`config.mk`:
```
export PLATFORM = sky130hd
export DESIGN_NAME = pld_cell
export DESIGN_NICKNAME = d
export VERILOG_FILES = /design/src/rtl/pld_cell_pkg.sv /design/src/rtl/pld_term_split.sv /design/src/rtl/pld_clk_edge.sv /design/src/rtl/pld_ff.sv /design/src/rtl/pld_cell.sv
export SDC_FILE = /design/constraint.sdc
export NUM_CORES = 1
export LEC_CHECK = 0
export CORE_MARGIN = 2
export CORE_UTILIZATION = 65
export DETAILED_ROUTE_END_ITERATION = 12
export DONT_BUFFER_PORTS = 1
export PLACE_DENSITY_LB_ADDON = 0.12
export SYNTH_ARGS = -nofsm -noshare
export SYNTH_HDL_FRONTEND = slang
export SYNTH_SLANG_ARGS = --single-unit
export TNS_END_PERCENT = 1
```
`constraint.sdc`:
```
create_clock -name clk_i -period 6.3 [get_ports clk_i]
set_input_delay 0.63 -clock clk_i [delete_from_list [all_inputs] [get_ports clk_i]]
set_output_delay 0.63 -clock clk_i [all_outputs]
set_load 0.01 [all_outputs]
```
`src/rtl/pld_cell_pkg.sv`:
```
package pld_cell_pkg;
  typedef enum logic [1:0] {FF_D = 2'd0, FF_T = 2'd1, FF_JK = 2'd2, FF_SR = 2'd3} ff_kind_e;

  localparam int CFG_REG_EN   = 0;
  localparam int CFG_KIND_LSB = 1;
  localparam int CFG_CLK_SRC  = 3;
  localparam int CFG_OUT_INV  = 4;
  localparam int CFG_J_INV    = 5;
  localparam int CFG_K_INV    = 6;
  localparam int CFG_FB_PIN   = 7;
  localparam int CFG_FIXED_W  = 8;
endpackage

```
`src/rtl/pld_term_split.sv`:
```
module pld_term_split #(
  parameter int NT = 8,
  parameter int SW = 4
) (
  input  logic [NT-1:0] pt_i,
  input  logic [SW-1:0] split_i,
  input  logic          j_inv_i,
  input  logic          k_inv_i,
  output logic          sum_raw_o,
  output logic          sum_pol_o,
  output logic          j_o,
  output logic          k_o
);
  localparam logic [SW-1:0] NT_W = SW'(NT);

  logic [SW-1:0] n_eff;
  logic [NT-1:0] j_mask;

  assign n_eff = (split_i > NT_W) ? NT_W : split_i;

  for (genvar i = 0; i < NT; i++) begin : g_mask
    assign j_mask[i] = (SW'(i) < n_eff);
  end

  assign sum_raw_o = |pt_i;
  assign sum_pol_o = sum_raw_o ^ j_inv_i;

  // empty side of the split is forced low, ignoring polarity
  assign j_o = (n_eff == '0)   ? 1'b0 : ((|(pt_i & j_mask))  ^ j_inv_i);
  assign k_o = (n_eff == NT_W) ? 1'b0 : ((|(pt_i & ~j_mask)) ^ k_inv_i);
endmodule

```
`src/rtl/pld_clk_edge.sv`:
```
module pld_clk_edge (
  input  logic clk_i,
  input  logic rst_ni,
  input  logic clk_src_i,
  input  logic pin_clk_i,
  input  logic ctl_pt_i,
  output logic rise_o
);
  logic sel, prev_q;

  assign sel = clk_src_i ? ctl_pt_i : pin_clk_i;

  always_ff @(posedge clk_i or negedge rst_ni) begin
    if (!rst_ni) prev_q <= 1'b0;
    else         prev_q <= sel;
  end

  assign rise_o = sel & ~prev_q;
endmodule

```
`src/rtl/pld_ff.sv`:
```
module pld_ff
  import pld_cell_pkg::*;
(
  input  logic     clk_i,
  input  logic     rst_ni,
  input  logic     rise_i,
  input  ff_kind_e kind_i,
  input  logic     d_i,
  input  logic     j_i,
  input  logic     k_i,
  output logic     q_o,
  output logic     both_o
);
  logic q_q, nxt;

  always_comb begin
    nxt = q_q;
    unique case (kind_i)
      FF_D:  nxt = d_i;
      FF_T:  nxt = q_q ^ d_i;
      FF_JK: begin
        unique case ({j_i, k_i})
          2'b00: nxt = q_q;
          2'b01: nxt = 1'b0;
          2'b10: nxt = 1'b1;
          default: nxt = ~q_q;
        endcase
      end
      default: begin
        unique case ({j_i, k_i})
          2'b01: nxt = 1'b0;
          2'b10: nxt = 1'b1;
          default: nxt = q_q;  // 11 is invalid, treated as hold
        endcase
      end
    endcase
  end

  always_ff @(posedge clk_i or negedge rst_ni) begin
    if (!rst_ni)     q_q <= 1'b0;
    else if (rise_i) q_q <= nxt;
  end

  assign q_o    = q_q;
  assign both_o = (kind_i == FF_SR) & j_i & k_i;
endmodule

```
`src/rtl/pld_cell.sv`:
```
module pld_cell
  import pld_cell_pkg::*;
#(
  parameter int NUM_TERMS = 8,
  localparam int SPLIT_W = $clog2(NUM_TERMS + 1),
  localparam int CFG_W   = CFG_FIXED_W + SPLIT_W
) (
  input  logic                 clk_i,
  input  logic                 rst_ni,
  input  logic [CFG_W-1:0]     cfg_i,
  input  logic [NUM_TERMS-1:0] pt_i,
  input  logic                 ctl_pt_i,
  input  logic                 pin_clk_i,
  input  logic                 pin_i,
  output logic                 out_o,
  output logic                 oe_o,
  output logic                 fb_o,
  output logic                 sr_bad_o
);
  logic [CFG_W-1:0] cfg_q;

  // configuration loads only while held in reset
  always_ff @(posedge clk_i) begin
    if (!rst_ni) cfg_q <= cfg_i;
  end

  logic     reg_en, clk_src, out_inv, fb_pin;
  ff_kind_e kind;

  assign reg_en  = cfg_q[CFG_REG_EN];
  assign clk_src = cfg_q[CFG_CLK_SRC];
  assign out_inv = cfg_q[CFG_OUT_INV];
  assign fb_pin  = cfg_q[CFG_FB_PIN];
  assign kind    = ff_kind_e'(cfg_q[CFG_KIND_LSB +: 2]);

  logic sum_raw, sum_pol, j_in, k_in, rise, q, both;

  pld_term_split #(.NT(NUM_TERMS), .SW(SPLIT_W)) u_split (
    .pt_i      (pt_i),
    .split_i   (cfg_q[CFG_FIXED_W +: SPLIT_W]),
    .j_inv_i   (cfg_q[CFG_J_INV]),
    .k_inv_i   (cfg_q[CFG_K_INV]),
    .sum_raw_o (sum_raw),
    .sum_pol_o (sum_pol),
    .j_o       (j_in),
    .k_o       (k_in)
  );

  pld_clk_edge u_edge (
    .clk_i     (clk_i),
    .rst_ni    (rst_ni),
    .clk_src_i (clk_src),
    .pin_clk_i (pin_clk_i),
    .ctl_pt_i  (ctl_pt_i),
    .rise_o    (rise)
  );

  pld_ff u_ff (
    .clk_i  (clk_i),
    .rst_ni (rst_ni),
    .rise_i (rise),
    .kind_i (kind),
    .d_i    (sum_pol),
    .j_i    (j_in),
    .k_i    (k_in),
    .q_o    (q),
    .both_o (both)
  );

  logic pin_fb_ok;
  assign pin_fb_ok = fb_pin & (~reg_en | (kind == FF_D) | (kind == FF_T));

  always_comb begin
    if (reg_en) begin
      out_o = q ^ out_inv;
      oe_o  = clk_src ? 1'b1 : ctl_pt_i;
      fb_o  = pin_fb_ok ? pin_i : q;
    end else begin
      out_o = sum_raw ^ out_inv;
      oe_o  = ctl_pt_i;
      fb_o  = pin_fb_ok ? pin_i : sum_raw;
    end
  end

  assign sr_bad_o = reg_en & both;
endmodule

```
==> results of run 1 <==
## path summary, 6_finish.rpt
path                                from       endpoint  depth (start not counted)
max                            cfg_q[11]       sr_bad_o                          6
min                               rst_ni       u_ff.q_o                          0
max reg2reg                     cfg_q[9]       u_ff.q_o                         10
min reg2reg                u_edge.prev_q       u_ff.q_o                          3
max in group asynchronous         rst_ni  u_edge.prev_q                          0
min in group clk_i              cfg_i[1]       cfg_q[1]                          0
## worst register-to-register path: cells and delay by family (launching register included)
kind,cells,cell delay (ns)
DFF,1,0.54
AOI/OAI and AO/OA,5,0.66
adders and majority gates,1,0.30
and+or+nand+nor,3,0.61
xor gates and xnor gates,1,0.15
## flip-flops by register name, indices dropped and copies added, names as in the netlist
| name | cells |
|---|---|
| cfg_q | 12 |
| u_edge.prev_q | 1 |
| u_ff.q_o | 1 |
## through the flow
stage	hold slack, ns	power [mW]	setup WS [ns]
2_1_floorplan	0.3344	0.1703	3.797
3_3_place_gp	0.3345	0.1724	3.710
3_5_place_dp	0.3345	0.1741	3.689
4_1_cts	0.03340	0.2347	3.495
5_1_grt	0.01391	0.2476	3.328
6_report	0.03881	0.2329	3.503
## final cells by class
class                      count  area, µm²
multi-input combinational     69      435.4
sequential                    14      410.4
fill                          97      381.6
clock buffer                   4      36.28
inverter                       5      18.77
tap                           15      18.77
## power groups by stage
| stage | Sequential [mW] | Clock [mW] | Combinational [mW] |
|---|---|---|---|
| 2_1_floorplan | 0.117 | 0 | 0.0532 |
| 3_3_place_gp | 0.128 | 0 | 0.0444 |
| 3_5_place_dp | 0.128 | 0 | 0.0459 |
| 4_1_cts | 0.126 | 0.0626 | 0.0460 |
| 5_1_grt | 0.129 | 0.0673 | 0.0517 |
| 6_report | 0.127 | 0.0609 | 0.0454 |
## cells in the mapped netlist (2+ instances only)
library cell,instances
clkbuf_1,2
xnor2_1,4
ha_1,3
dfrtp_1,2
inv_1,5
nor2_1,12
buf_6,3
a211oi_1,2
o21ai_0,8
a21oi_1,7
nand3_1,2
nand2_1,9
nor3_1,5
edfxtp_1,12
## cells by family (layout without fill, tap and decap cells)
logic type / Yosys count / count (layout) / synth area share (%)
buffers and inverters: 11 / 9 / 7.143
muxes: 2 / 2 / 2.335
adders and majority gates: 3 / 3 / 4.121
AOI/OAI and AO/OA: 27 / 27 / 20.47
xor gates and xnor gates: 4 / 4 / 3.846
DFF: 14 / 14 / 45.06
and+or+nand+nor: 33 / 33 / 17.03
## layer usage
metal,global-route usage [%],part of all wire (%),up-vias
li1,-,-,338
met1,22.92,46,307
met2,26.88,47,24
met3,6.087,6.1,3
met4,5.806,1.0,0
met5,0,0,-
==> flow_summary.ini, run 1 <==
[die]
start_util_pct = 70.00
pin_count = 29
num_rows = 13
placeableCoreArea_um2 = 1301
die-area_um2 = 1717
die_h_um = 41.44
die_w_um = 41.44

[synthesis]
ys_types = 32
synthArstFlopShare_pct = 14.29
synthesis.area_um2 = 910.9
ys_seq_area_share_pct = 45.05
syn_inst = 94
ys.flop_type = edfxtp_1
yosys.area.top_type = edfxtp_1
yosysWarnings = 0
synth_edf_count = 12
ys_seq_elements = 14
synth_top_area_share_pct = 39.56
syn-num-nets = 122
avgSynthCellArea_um2 = 9.690
synth_area_leaders = edfxtp_1 (40%), dfrtp_1 (5.5%), nor2_1 (4.9%)

[routing]
first_pass_iters = 4
ant_nets = 0
drtIter0Drc = 8
vias = 672
routed_wl_um = 1380
post_drt_wl_per_cell_um = 12.90
drc = 0
viasPerCell = 6.280

[grt]
grt_pass1_wl_um = 2297
grt-ovfl-total = 0
grt_pass1_vias = 547
grt_start_max_net_pins = 13
grt_use_total_pct = 17.44
antenna_found_initial = 0

[sta]
finalClockSkew_ns = 0.008668
drv_slew = 0
finalSetupViolCount = 0
tightest_slew_ns = 0.4842
max_freq_ghz = 0.3575
rsz0062_at_grt = false
fin_crit_sh_pct = 44.40
tns_ns = 0
hold_violations = 0
period_minus_slack_ns = 2.797
max_slew_margin_pct = 67.37

[worst_setup_path]
crit_type = reg -> out
cp_data_required_time_ns = 5.67
path_delay_family = compound AO/OA/AOI/OAI gates
end_kind = output pin
cp_slowest_stage_delay_ns = 0.54
arrival_ns = 2.17
worstPathCellList = a311oi_1, o22ai_2, nor3_2, xnor2_1, o41ai_2, nor4_2
cp_slowest_cell = edfxtp_1
startpoint_type = register
r2r_slack_ns = 3.93
crit_path_max_fanout = 10
path_buf_inv = 0

[cts]
clkTransAtPathRegs_ns = 0.08
post_cts_resized = 0
cts-root-buf = clkbuf_4
cts_hold_buffers = 0
clk_latency_ns = 0.27
clockBufferDepth = 2
cts_tree = yes
cts.sinks = 14
cts_buffers = 3
postCtsSetupBuffers = 0
h-tree-depth = 1

[placement]
port-buffer-count = 0
hpwl_um = 1114
dp_cells = 103
gp_congestion = 0.8296
detailed_place.area_um2 = 883.3

[pwr]
switchingPower_uw = 64.12
leakage_nw = 0.3358
switching_share_pct = 27.53
internal_power_uw = 168.8
vdd_drop_max_mv = 0.1574
seqPwrFrac_pct = 54.4
combPwrFrac_pct = 19.5
power_density_nw_per_um2 = 253.3
pwr-share-clk_pct = 26.1

[layout]
final_cell_mix = nor2_1 (12), edfxtp_1 (12), nand2_1 (9)
instances_no_fill = 107
fin_area_um2 = 919.6
area_growth_pct = 0.9615
layout.nets = 121
drive_gt1_share_pct = 10.87
antenna_cells = 0
postLayoutCoreUtil_pct = 70.67

[min_path]
hp-class = in -> async

[job]
maxCapViolations = 0

[outcome]
status = complete, no violations
(Power assumes the default switching activity.)
==> inputs of run 2 (changes only) <==
Settings changed: CORE_ASPECT_RATIO from default to 1.1, CORE_UTILIZATION 65 to 60.
Clock period 6.3 ns to 2.86 ns, I/O delays scaled along.
==> flow_summary.ini, run 2 (synthesis results as in run 1) <==
[sta]
max_slew_margin_pct = 66.04
finalSetupViolCount = 0
hold_violations = 0
rsz0062_at_grt = false
max_freq_ghz = 0.3982
tightest_slew_ns = 0.5039
tns_ns = 0
period_minus_slack_ns = 2.511
finalClockSkew_ns = 0.002638
drv_slew = 0
fin_crit_sh_pct = 87.80

[outcome]
status = complete, no violations

[layout]
antenna_cells = 0
largest_reg_flops = 12
fin_area_um2 = 930.9
fillers = 107
postLayoutCoreUtil_pct = 66.43
final_cell_mix = nor2_1 (12), edfxtp_1 (12), nand2_1 (9)
largest_register = cfg_q
layout.nets = 122
drive_gt1_share_pct = 10.75
area_growth_pct = 2.198
seqCellArea_um2 = 410.4
multi_input_area_um2 = 435.4

[routing]
routed_wl_um = 1576
ant_nets = 0
drtIter0Drc = 9
viasPerCell = 6.376
vias = 695
drc = 0
first_pass_iters = 4
post_drt_wl_per_cell_um = 14.46

[die]
die_h_um = 44.87
die_w_um = 41.15
placeableCoreArea_um2 = 1401
pin_count = 29
num_rows = 14
start_util_pct = 65.00
die-area_um2 = 1846

[cts]
cts_buffers = 3
cts.sinks = 14
clk_latency_ns = 0.27
cts-root-buf = clkbuf_4
clockBufferDepth = 2
clkTransAtPathRegs_ns = 0.08
postCtsSetupBuffers = 0
h-tree-depth = 1
cts_tree = yes

[grt]
grtUsageMet3_pct = 5.419
grt_pass1_vias = 600
met2_usage_pct = 33.13
grt_use_total_pct = 20.00
antenna_found_initial = 0
grt-ovfl-total = 0
grt_use_met1_pct = 24.08
grt.busiest_layer = met2
grt_pass1_wl_um = 2408
grt_start_max_net_pins = 13

[worst_setup_path]
worstPathCellList = a311oi_1, o22ai_2, nor3_2, xnor2_1, o41ai_2, nor4_2
r2r_slack_ns = 0.37
startpoint_type = register
cp_data_required_time_ns = 2.57
cp_slowest_cell = edfxtp_1
crit_path_max_fanout = 10
path_delay_family = simple AND/OR/NAND/NOR gates
reg2reg_from = cfg_q[11]
arrival_ns = 2.23
cp_slowest_stage_delay_ns = 0.54
path_buf_inv = 0
crit_type = reg -> out
end_kind = output pin
rr_worst_depth = 11
crit-reg2reg-capture = u_ff.q_o

[min_path]
hold_end = cfg_q[1]
hold_start = cfg_i[1]
hp-class = in -> reg
min_path_cells = 0

[pwr]
pwr-share-clk_pct = 25.8
switching_share_pct = 28.12
combPwrFrac_pct = 20.3
leakage_nw = 0.3399
power_density_nw_per_um2 = 557.4
vdd_drop_max_mv = 0.3484
seqPwrFrac_pct = 53.9
switchingPower_uw = 145.9
internal_power_uw = 372.9

[placement]
gp_congestion = 0.8452
hpwl_um = 1238
port-buffer-count = 0
detailed_place.area_um2 = 884.6

[job]
maxCapViolations = 0
==> run 2: changes by cell type in the layout (fill, tap and decap cells not counted) <==
| cell | change |
|---|---|
| dlygate4sd3_1 | +1 |
==> run 2: what timing repair did <==
action / in CTS / in global routing
endpoints found under the hold margin: 2 / 0
resized for setup: 0 / 0
setup endpoints to repair: 0 / 0
hold buffers: 1 / 0
==> run 2: metrics by stage <==
step / total power, mW / setup slack (ns) / instances / hold WS, ns
2_1_floorplan: 0.3751 / 0.7105 / 94 / -0.009591
3_3_place_gp: 0.3789 / 0.5490 / 104 / -0.009534
3_5_place_dp: 0.3879 / 0.4082 / 104 / -0.009536
4_1_cts: 0.5247 / 0.3259 / 109 / 0.09879
5_1_grt: 0.5538 / 0.1871 / 109 / 0.08582
6_report: 0.5188 / 0.3489 / 109 / 0.1089
==> run 2: area by class of cell <==
class	instances	share of cell area, %
Multi-Input combinational cell	69	46.77
Sequential cell	14	44.09
Clock buffer	4	3.898
Tap cell	16	2.151
Inverter	5	2.016
Timing Repair Buffer	1	1.075
==> run 2: how the worst max path moves through the flow <==
stage               from  endpoint  slack [ns]  cells after the start
2_1_floorplan  cfg_q[10]  u_ff.q_o        0.71                     12
3_3_place_gp   cfg_q[11]  u_ff.q_o        0.55                     11
3_5_place_dp   cfg_q[11]  u_ff.q_o        0.41                     11
4_1_cts        cfg_q[11]  sr_bad_o        0.33                      6
5_1_grt        cfg_q[11]  sr_bad_o        0.19                      6
6_report       cfg_q[11]  sr_bad_o        0.35                      6
==> run 2: worst reg2reg max path: cells and delay by family (launching register included) <==
| family | cells | cell delay [ns] |
|---|---|---|
| AO/OA/AOI/OAI | 6 | 1.02 |
| flip-flops | 1 | 0.54 |
| AND/OR/NAND/NOR | 2 | 0.32 |
| adder cells (fa/ha/maj) | 1 | 0.24 |
| XOR/XNOR | 1 | 0.15 |
| buffers and inverters | 1 | 0.08 |
==> run 2: routing by layer <==
| layer | share of wire [%] | wire length [µm] |
|---|---|---|
| met1 | 42 | 655 |
| met2 | 51 | 796 |
| met3 | 6.8 | 107 |
| met4 | 1.1 | 17 |
| met5 | 0 | 0 |
==> run 2: power groups by stage <==
stage | clock, mW | combinational, mW | sequential [mW]
detailed placement | 0 | 0.104 | 0.284
CTS | 0.140 | 0.106 | 0.279
finish | 0.134 | 0.105 | 0.280
floorplan | 0 | 0.117 | 0.258
global route | 0.149 | 0.120 | 0.284
global placement | 0 | 0.0970 | 0.282
==> inputs of run 3 (changes only) <==
Settings changed: CELL_PAD_IN_SITES_DETAIL_PLACEMENT from default to 1, CELL_PAD_IN_SITES_GLOBAL_PLACEMENT from default to 1, CORE_UTILIZATION 60 to 45.
==> flow_summary.ini, run 3 (synthesis results as in run 1) <==
[outcome]
status = complete, no violations

[placement]
port-buffer-count = 0
gp_congestion = 0.7563
place_ws_ns = 0.4056
hpwl_um = 1447

[routing]
vias = 683
first_pass_iters = 4
drtIter0Drc = 3
routed_wl_um = 1794
post_drt_wl_per_cell_um = 14.83
ant_nets = 0
drc = 0
viasPerCell = 5.645

[worst_setup_path]
cp_data_required_time_ns = 2.57
cp_slowest_cell = edfxtp_1
crit-reg2reg-capture = u_ff.q_o
r2r_slack_ns = 0.39
worstPathCellList = a2111oi_1, nor3_1, nor3_2, xnor2_1, o41ai_2, nor4_2
rr_worst_depth = 11
crit_path_max_fanout = 9
cp-startpoint = cfg_q[10]
startpoint_type = register
crit_end = sr_bad_o
crit_type = reg -> out
end_kind = output pin
reg2reg_from = cfg_q[10]
cp_slowest_stage_delay_ns = 0.53
arrival_ns = 2.22

[die]
start_util_pct = 46.55
placeableCoreArea_um2 = 1957
die_h_um = 51.19
die_w_um = 46.90
die-area_um2 = 2400
num_rows = 17
pin_count = 29

[job]
maxCapViolations = 0

[sta]
max_slew_margin_pct = 66.67
max_freq_ghz = 0.3988
finalClockSkew_ns = 0.002050
drv_slew = 0
tns_ns = 0
rsz0062_at_grt = false
worst_slack_ns = 0.3528
period_minus_slack_ns = 2.507
hold_violations = 0
finalSetupViolCount = 0
fin_crit_sh_pct = 87.67
tightest_slew_ns = 0.4946

[grt]
antenna_found_initial = 0
grt_start_max_net_pins = 13
grt_use_total_pct = 16.68
grt-ovfl-total = 0
grt_pass1_wl_um = 2739
grt_pass1_vias = 617

[layout]
fillers = 246
largest_register = cfg_q
layout.nets = 122
largest_reg_flops = 12
antenna_cells = 0
area_growth_pct = 3.846
final_cell_mix = nor2_1 (12), edfxtp_1 (12), nand2_1 (9)
drive_gt1_share_pct = 10.75

[pwr]
switchingPower_uw = 148.9
vdd_drop_max_mv = 0.4027
combPwrFrac_pct = 20.2
pwr-share-clk_pct = 26.3
internal_power_uw = 373.0
leakage_nw = 0.3399
switching_share_pct = 28.52
power_density_nw_per_um2 = 551.7
seqPwrFrac_pct = 53.5

[cts]
clk_latency_ns = 0.27
post_cts_resized = 0
cts.sinks = 14
postCtsSetupBuffers = 0
clkTransAtPathRegs_ns = 0.08
cts_tree = yes
cts_buffers = 3
h-tree-depth = 1
cts-root-buf = clkbuf_4
clockBufferDepth = 2

[min_path]
hp-class = in -> reg
hold_start = cfg_i[1]
==> run 3: cell counts in the layout (fill, tap and decap cells not counted) <==
No cell type changed its count.
==> run 3: metal layers <==
| layer | GRT usage (%) | share of wire (%) | up-vias |
|---|---|---|---|
| li1 | - | - | 341 |
| met1 | 21.74 | 46 | 320 |
| met2 | 25.34 | 48 | 18 |
| met3 | 1.767 | 3.6 | 4 |
| met4 | 11.11 | 2.6 | 0 |
| met5 | 0 | 0 | - |
==> run 3: layout make-up <==
type	instances	area [µm²]	share of cell area, %
tap	28	35.03	3.704
multi-input combinational	69	435.4	46.03
inverter	5	18.77	1.984
timing repair buffer	1	10.01	1.058
clock buffer	4	36.28	3.836
sequential	14	410.4	43.39
==> run 3: how the worst min path moves through the flow <==
stage / end / slack (ns) / cells past startpoint
final: cfg_q[1] / 0.10 / 0
after global routing: cfg_q[10] / 0.08 / 0
after CTS: cfg_q[1] / 0.09 / 0
after detailed placement: u_ff.q_o / -0.01 / 0
after global placement: u_ff.q_o / -0.01 / 0
after floorplan: u_edge.prev_q / -0.01 / 0
==> run 3: critical path: cells and delay by family (launching register included) <==
family / cells / cell delay, ns
XOR/XNOR: 1 / 0.16
flip-flops: 1 / 0.53
AO/OA/AOI/OAI: 2 / 0.55
AND/OR/NAND/NOR: 3 / 0.70
==> run 3: stage by stage <==
| step | instances | power, mW | hold WS, ns | area [µm²] | util (%) |
|---|---|---|---|---|---|
| floorplan | 94 | 0.3751 | -0.009591 | 910.9 | - |
| CTS | 121 | 0.5284 | 0.09029 | 945.9 | 48.34 |
| detailed placement | 116 | 0.3898 | -0.009531 | 899.6 | 45.97 |
| finish | 121 | 0.5219 | 0.1016 | 945.9 | 48.34 |
| global route | 121 | 0.5550 | 0.08455 | 945.9 | 48.34 |
| global placement | 116 | 0.3830 | -0.009524 | 899.6 | 45.97 |
==> run 3: power by group through the flow <==
stage               combinational [mW]  clock (mW)  sequential (mW)
floorplan                        0.117           0            0.258
global placement                 0.100           0            0.283
detailed placement               0.106           0            0.284
CTS                              0.108       0.141            0.280
global route                     0.119       0.150            0.286
finish                           0.105       0.137            0.279
==> run 3: what timing repair did <==
| action | 4_1_cts | 5_1_grt |
|---|---|---|
| setup endpoints to repair | 0 | 0 |
| hold endpoints to repair | 2 | 0 |
| hold buffers | 1 | 0 |
